File: src/rtl/rank_pd_pkg.sv
package rank_pd_pkg;
  typedef enum logic [1:0] {
    ST_AWAKE  = 2'd0,
    ST_ENTER  = 2'd1,
    ST_ASLEEP = 2'd2,
    ST_WAKE   = 2'd3
  } rank_state_e;

  // strobes from one rank's control to the shared datapath
  typedef struct packed {
    logic loadEntry;
    logic loadExit;
    logic wakeByReq;
  } rank_strobe_t;
endpackage

File: src/rtl/rank_pd_fsm.sv
module rank_pd_fsm
  import rank_pd_pkg::*;
(
  input  logic         clk,
  input  logic         rstN,
  input  logic         pdDisable,
  input  logic         reqPending,
  input  logic         rankBusy,
  input  logic         refreshDue,
  input  logic         tmrDone,
  output rank_strobe_t strobe,
  output logic         cke,
  output logic         ready
);
  rank_state_e state, nextState;

  always_ff @(posedge clk) begin
    if (!rstN) state <= ST_AWAKE;
    else       state <= nextState;
  end

  always_comb begin
    nextState = state;
    strobe    = '0;
    case (state)
      ST_AWAKE: begin
        if (!pdDisable && !reqPending && !rankBusy && !refreshDue) begin
          nextState        = ST_ENTER;
          strobe.loadEntry = 1'b1;
        end
      end
      ST_ENTER: begin
        if (tmrDone) nextState = ST_ASLEEP;
      end
      ST_ASLEEP: begin
        if (reqPending || refreshDue || pdDisable) begin
          nextState        = ST_WAKE;
          strobe.loadExit  = 1'b1;
          strobe.wakeByReq = reqPending;
        end
      end
      ST_WAKE: begin
        if (tmrDone) nextState = ST_AWAKE;
      end
      default: nextState = ST_AWAKE;
    endcase
  end

  assign cke   = (state != ST_ENTER) && (state != ST_ASLEEP);
  assign ready = (state == ST_AWAKE);
endmodule

File: src/rtl/rank_pd_datapath.sv
module rank_pd_datapath
  import rank_pd_pkg::*;
#(
  parameter int NUM_RANKS  = 8,
  parameter int CNT_W      = 4,
  parameter int ENTRY_HOLD = 4,
  parameter int EXIT_LAT   = 3,
  parameter int EVT_W      = 16
) (
  input  logic                          clk,
  input  logic                          rstN,
  input  logic [NUM_RANKS*CNT_W-1:0]    pendCnt,
  input  rank_strobe_t [NUM_RANKS-1:0]  strobes,
  output logic [NUM_RANKS-1:0]          reqPending,
  output logic [NUM_RANKS-1:0]          tmrDone,
  output logic [EVT_W-1:0]              powerUpCount
);
  localparam int TMR_MAX = (ENTRY_HOLD > EXIT_LAT) ? ENTRY_HOLD : EXIT_LAT;
  localparam int TMR_W   = $clog2(TMR_MAX + 1);
  localparam int SUM_W   = $clog2(NUM_RANKS + 1);
  localparam logic [TMR_W-1:0] ENTRY_LOAD = TMR_W'(ENTRY_HOLD - 1);
  localparam logic [TMR_W-1:0] EXIT_LOAD  = TMR_W'(EXIT_LAT - 1);

  for (genvar r = 0; r < NUM_RANKS; r++) begin : g_rank
    logic [TMR_W-1:0] tmr;

    assign reqPending[r] = |pendCnt[r*CNT_W +: CNT_W];

    always_ff @(posedge clk) begin
      if (!rstN)                     tmr <= '0;
      else if (strobes[r].loadEntry) tmr <= ENTRY_LOAD;
      else if (strobes[r].loadExit)  tmr <= EXIT_LOAD;
      else if (tmr != '0)            tmr <= tmr - 1'b1;
    end

    assign tmrDone[r] = (tmr == '0);
  end

  logic [SUM_W-1:0] wakeSum;
  always_comb begin
    wakeSum = '0;
    for (int r = 0; r < NUM_RANKS; r++) wakeSum = wakeSum + SUM_W'(strobes[r].wakeByReq);
  end

  always_ff @(posedge clk) begin
    if (!rstN) powerUpCount <= '0;
    else       powerUpCount <= powerUpCount + EVT_W'(wakeSum);
  end
endmodule

File: src/rtl/rank_pd_ctrl.sv
module rank_pd_ctrl
  import rank_pd_pkg::*;
#(
  parameter int NUM_RANKS  = 8,
  parameter int CNT_W      = 4,
  parameter int ENTRY_HOLD = 4,
  parameter int EXIT_LAT   = 3,
  parameter int EVT_W      = 16
) (
  input  logic                       clk,
  input  logic                       rstN,
  input  logic                       pdDisable,
  input  logic [NUM_RANKS*CNT_W-1:0] pendCnt,
  input  logic [NUM_RANKS-1:0]       rankBusy,
  input  logic [NUM_RANKS-1:0]       refreshDue,
  output logic [NUM_RANKS-1:0]       cke,
  output logic [NUM_RANKS-1:0]       rankReady,
  output logic [EVT_W-1:0]           powerUpCount
);
  rank_strobe_t [NUM_RANKS-1:0] strobes;
  logic [NUM_RANKS-1:0] reqPending;
  logic [NUM_RANKS-1:0] tmrDone;

  for (genvar r = 0; r < NUM_RANKS; r++) begin : g_fsm
    rank_pd_fsm u_fsm (
      .clk        (clk),
      .rstN       (rstN),
      .pdDisable  (pdDisable),
      .reqPending (reqPending[r]),
      .rankBusy   (rankBusy[r]),
      .refreshDue (refreshDue[r]),
      .tmrDone    (tmrDone[r]),
      .strobe     (strobes[r]),
      .cke        (cke[r]),
      .ready      (rankReady[r])
    );
  end

  rank_pd_datapath #(
    .NUM_RANKS  (NUM_RANKS),
    .CNT_W      (CNT_W),
    .ENTRY_HOLD (ENTRY_HOLD),
    .EXIT_LAT   (EXIT_LAT),
    .EVT_W      (EVT_W)
  ) u_dp (
    .clk          (clk),
    .rstN         (rstN),
    .pendCnt      (pendCnt),
    .strobes      (strobes),
    .reqPending   (reqPending),
    .tmrDone      (tmrDone),
    .powerUpCount (powerUpCount)
  );
endmodule

File: config.mk
export PLATFORM = sky130hd
export DESIGN_NAME = rank_pd_ctrl
export DESIGN_NICKNAME = d
export VERILOG_FILES = /design/src/rtl/rank_pd_pkg.sv /design/src/rtl/rank_pd_fsm.sv /design/src/rtl/rank_pd_datapath.sv /design/src/rtl/rank_pd_ctrl.sv
export SDC_FILE = /design/constraint.sdc
export NUM_CORES = 1
export LEC_CHECK = 0
export ABC_AREA = 1
export BUFFER_PORTS_ARGS = -buffer_cell sky130_fd_sc_hd__buf_2
export CAP_MARGIN = 20
export CORE_AREA = 10 10 106 99
export CTS_BUF_LIST = sky130_fd_sc_hd__clkbuf_2 sky130_fd_sc_hd__clkbuf_4 sky130_fd_sc_hd__clkbuf_8
export CTS_CLUSTER_DIAMETER = 60
export DETAILED_ROUTE_END_ITERATION = 7
export DIE_AREA = 0 0 116 109
export GPL_TIMING_DRIVEN = 0
export PLACE_DENSITY = 0.76
export SLEW_MARGIN = 30
export SYNTH_ARGS = -nofsm -noshare
export SYNTH_HDL_FRONTEND = slang
export SYNTH_SLANG_ARGS = --single-unit
File: constraint.sdc
create_clock -name clk -period 4.5 [get_ports clk]
set_clock_uncertainty 0.15 [all_clocks]
set_input_delay 0.675 -clock clk [delete_from_list [all_inputs] [get_ports clk]]
set_output_delay 0.675 -clock clk [all_outputs]
set_load 0.05 [all_outputs]
==> flow_summary.yaml <==
outcome:
  status: "completed"
timing:
  slew_violations: 0
  hold_violations: 0
  max_freq_mhz: 236
  fin_setup_tns_ps: 0
  worst_slew_pin_slew_ps: 630
  slew_headroom_pct: 58.0
  min_period_over_period_pct: 94.2
  fin_hold_ws_ps: 329
  period_needed_ps: 4240
  setup_viol: 0
synthesis:
  syn_area_sq_um: 4180
  syn_avg_cell_area_sq_um: 6.95
  ys.flop_type: "dfxtp_1"
  netlist-cell-type-count: 28
  synth-seq-cells: 56
  syn-instance-count: 601
  synth_xor_area_share_pct: 1.89
  synth_compound_area_share_pct: 8.30
  muxShareOfSynthArea_pct: 0
  ys_warn_count: 0
  async_reset_ff_share_pct: 0
  synth_top_family_by_area: "simple AND/OR/NAND/NOR gates"
  synth.yosys.seq_area_share_pct: 26.8
  synth-simple-area-share_pct: 31.0
  synth_adder_area_share_pct: 19.5
  syn_nets: 714
  synth_edf_count: 0
power:
  power_density_nw_per_um2: 713
  ir_worst_vdd_v: 0.000405
  p_total_mw: 3.46
  leakage_nw: 2.56
floorplan:
  die_h_microns: 109
  die_area_sq_um: 12600
  core_area_sq_um: 8330
  initial_utilization_pct: 50.2
  ios: 83
  rows: 32
  die_w_microns: 116
critical_path:
  crit_path_end_kind: "flop"
  crit_fanout: 7
  critPathArrivalTime_ps: 4340
  cp.required_ps: 4600
  worstSetupPathType: "reg -> reg"
  worstSetupStartpointType: "flop"
placed_design:
  gp_congestion: 0.855
  place_hpwl_microns: 7670
  io_buffers: 80
  place_area_sq_um: 4710
global_routing:
  grt_overflow: 0
  antenna_found_initial: 0
  grt_max_degree: 18
  grt_first_pass_wirelength_microns: 15600
  grt_pass1_vias: 3793
  grt_usage_pct: 14.8
hold_path:
  hp-class: "reg -> reg"
clock_network:
  postCtsHoldBufs: 0
  cts_sinks: 56
  clkTransAtPathRegs_ps: 110
  cts_buffers: 5
  cts_max_level: 2
  cts_tree: "done"
  cts_root_buf: "clkbuf_8"
  max-clock-path-buffers: 2
  clock_latency_ps: 320
detailed_routing:
  ant_nets: 0
  drt_iter0_markers: 141
  wl_per_cell_microns: 11.8
  via_count: 3801
  drt_wl_total_microns: 9400
  drc_errors: 0
  drtPass1Iterations: 4
  vias_per_cell: 4.79
layout:
  area.growth.synth_to_final_pct: 16.3
  multi_input_area_sq_um: 2580
  num_antenna_cells: 0
  n_fill_cell: 796
  drive_gt1_share_pct: 23.9
  regArea_sq_um: 1120
  final_area_sq_um: 4860
  fin_nets: 803
job:
  drv_cap: 0
## state kept, by name, indices dropped and copies added (netlist names)
signal and flops:
u_dp.powerUpCount 16, g_fsm.u_fsm.state 16, u_dp.g_rank.tmr 24
## path summary, 6_finish.rpt
path | from | end | slack [ps] | depth (start not counted)
worst max-delay path | g_fsm[0].u_fsm.state[0] | u_dp.powerUpCount[15] | 260 | 21
worst min-delay path | u_dp.powerUpCount[15] | u_dp.powerUpCount[15] | 330 | 2
worst max register to register | g_fsm[0].u_fsm.state[0] | u_dp.powerUpCount[15] | 260 | 21
worst min register to register | u_dp.powerUpCount[15] | u_dp.powerUpCount[15] | 330 | 2
## metal layers
| metal | share of wire, % | GRT usage, % | vias up |
|---|---|---|---|
| met5 | 0 | 0 | - |
| met1 | 42 | 16.3 | 1700 |
| met3 | 5.9 | 2.97 | 8 |
| met4 | 0.88 | 3.30 | 0 |
| met2 | 51 | 28.4 | 76 |
| li1 | - | - | 2017 |
## Yosys cell counts (2+ instances only)
master	number	area [sq um]
ha_1	57	713
nand2_1	121	454
nand3_2	8	80.1
inv_1	97	364
nand2_2	4	25.0
o21ai_2	6	52.6
o21ai_1	11	55.1
nor2_4	7	78.8
o31ai_1	2	15.0
buf_4	16	120
nor2_1	101	379
o21ai_0	12	60.1
a21oi_1	31	155
xor2_1	8	70.1
buf_2	3	15.0
nand3_1	31	155
nor2_2	8	50.1
nand3b_1	2	15.0
dfxtp_1	56	1120
clkbuf_1	3	11.3
nor3_1	3	15.0
fa_1	5	100
nand4_1	4	25.0
## area by class of cell
cell class | instances | share of cell area [%]
Clock buffer | 5 | 1.42
Clock inverter | 3 | 0.386
Multi-Input combinational cell | 425 | 53.1
Tap cell | 102 | 2.63
Inverter | 97 | 7.50
Timing Repair Buffer | 82 | 8.55
Buffer | 23 | 3.25
Sequential cell | 56 | 23.1
## worst max-delay path, cell delays in order, from the launching register on
cell and delay (ps):
dfxtp_2 350, inv_2 80, ha_2 190, inv_1 70, a21oi_2 150, ha_1 260
inv_2 60, fa_1 430, fa_1 550, inv_1 60, fa_2 380, inv_1 70
fa_1 410, inv_2 90, ha_1 230, nand3_1 100, nand3_2 130, nand2_2 110
nand2_4 80, nand2_1 70, nand2_1 40, a21oi_1 110
## cell usage in the layout (no fill, tap or decap), types with 2 or more instances in the layout
| cell type | netlist | routed |
|---|---|---|
| nand2_1 | 121 | 118 |
| a21oi_1 | 31 | 28 |
| clkbuf_8 | 0 | 5 |
| a21oi_2 | 1 | 4 |
| o21ai_1 | 11 | 12 |
| o21ai_2 | 6 | 6 |
| inv_1 | 97 | 93 |
| nand3b_1 | 2 | 2 |
| buf_2 | 3 | 83 |
| nor3_1 | 3 | 3 |
| nand2_2 | 4 | 6 |
| nor2_2 | 8 | 11 |
| o31ai_1 | 2 | 2 |
| fa_1 | 5 | 3 |
| xor2_1 | 8 | 8 |
| o21ai_0 | 12 | 11 |
| ha_2 | 0 | 2 |
| buf_4 | 16 | 18 |
| fa_2 | 0 | 2 |
| nand3_1 | 31 | 30 |
| nor2_4 | 7 | 7 |
| dfxtp_2 | 0 | 2 |
| nor2_1 | 101 | 98 |
| inv_2 | 0 | 4 |
| nand4_1 | 4 | 4 |
| dfxtp_1 | 56 | 54 |
| ha_1 | 57 | 55 |
| clkbuf_1 | 3 | 3 |
| nand3_2 | 8 | 9 |
| clkinv_2 | 0 | 2 |
## power by group
group | internal, mW | total, mW | switching (mW)
Combinational | 0.869 | 2.38 | 1.52
Clock | 0.109 | 0.279 | 0.170
Sequential | 0.680 | 0.800 | 0.120
Total | 1.66 | 3.46 | 1.81
## logic make-up (layout without fill, tap and decap cells)
| kind of cell | count (synthesis) | in the layout |
|---|---|---|
| buffers and inverters | 120 | 210 |
| AOI/OAI and AO/OA | 63 | 63 |
| adders and majority gates | 62 | 62 |
| DFF | 56 | 56 |
| and+or+nand+nor | 291 | 291 |
| xor gates and xnor gates | 9 | 9 |
## timing repair
item,4_1_cts,5_1_grt
setup buffers,0,2
setup endpoints to repair,3,13
resized for setup,3,19
pin swaps,0,6
cloned,0,0
## through the flow
step	instances	setup WS, ps	util, %
floorplan	601	103	-
global placement	783	-263	56.5
detailed placement	783	-337	56.5
CTS	791	35.0	57.7
global route	793	-0.557	58.3
finish	793	259	58.3
No activity file was read; power rests on OpenSTA's default activity.
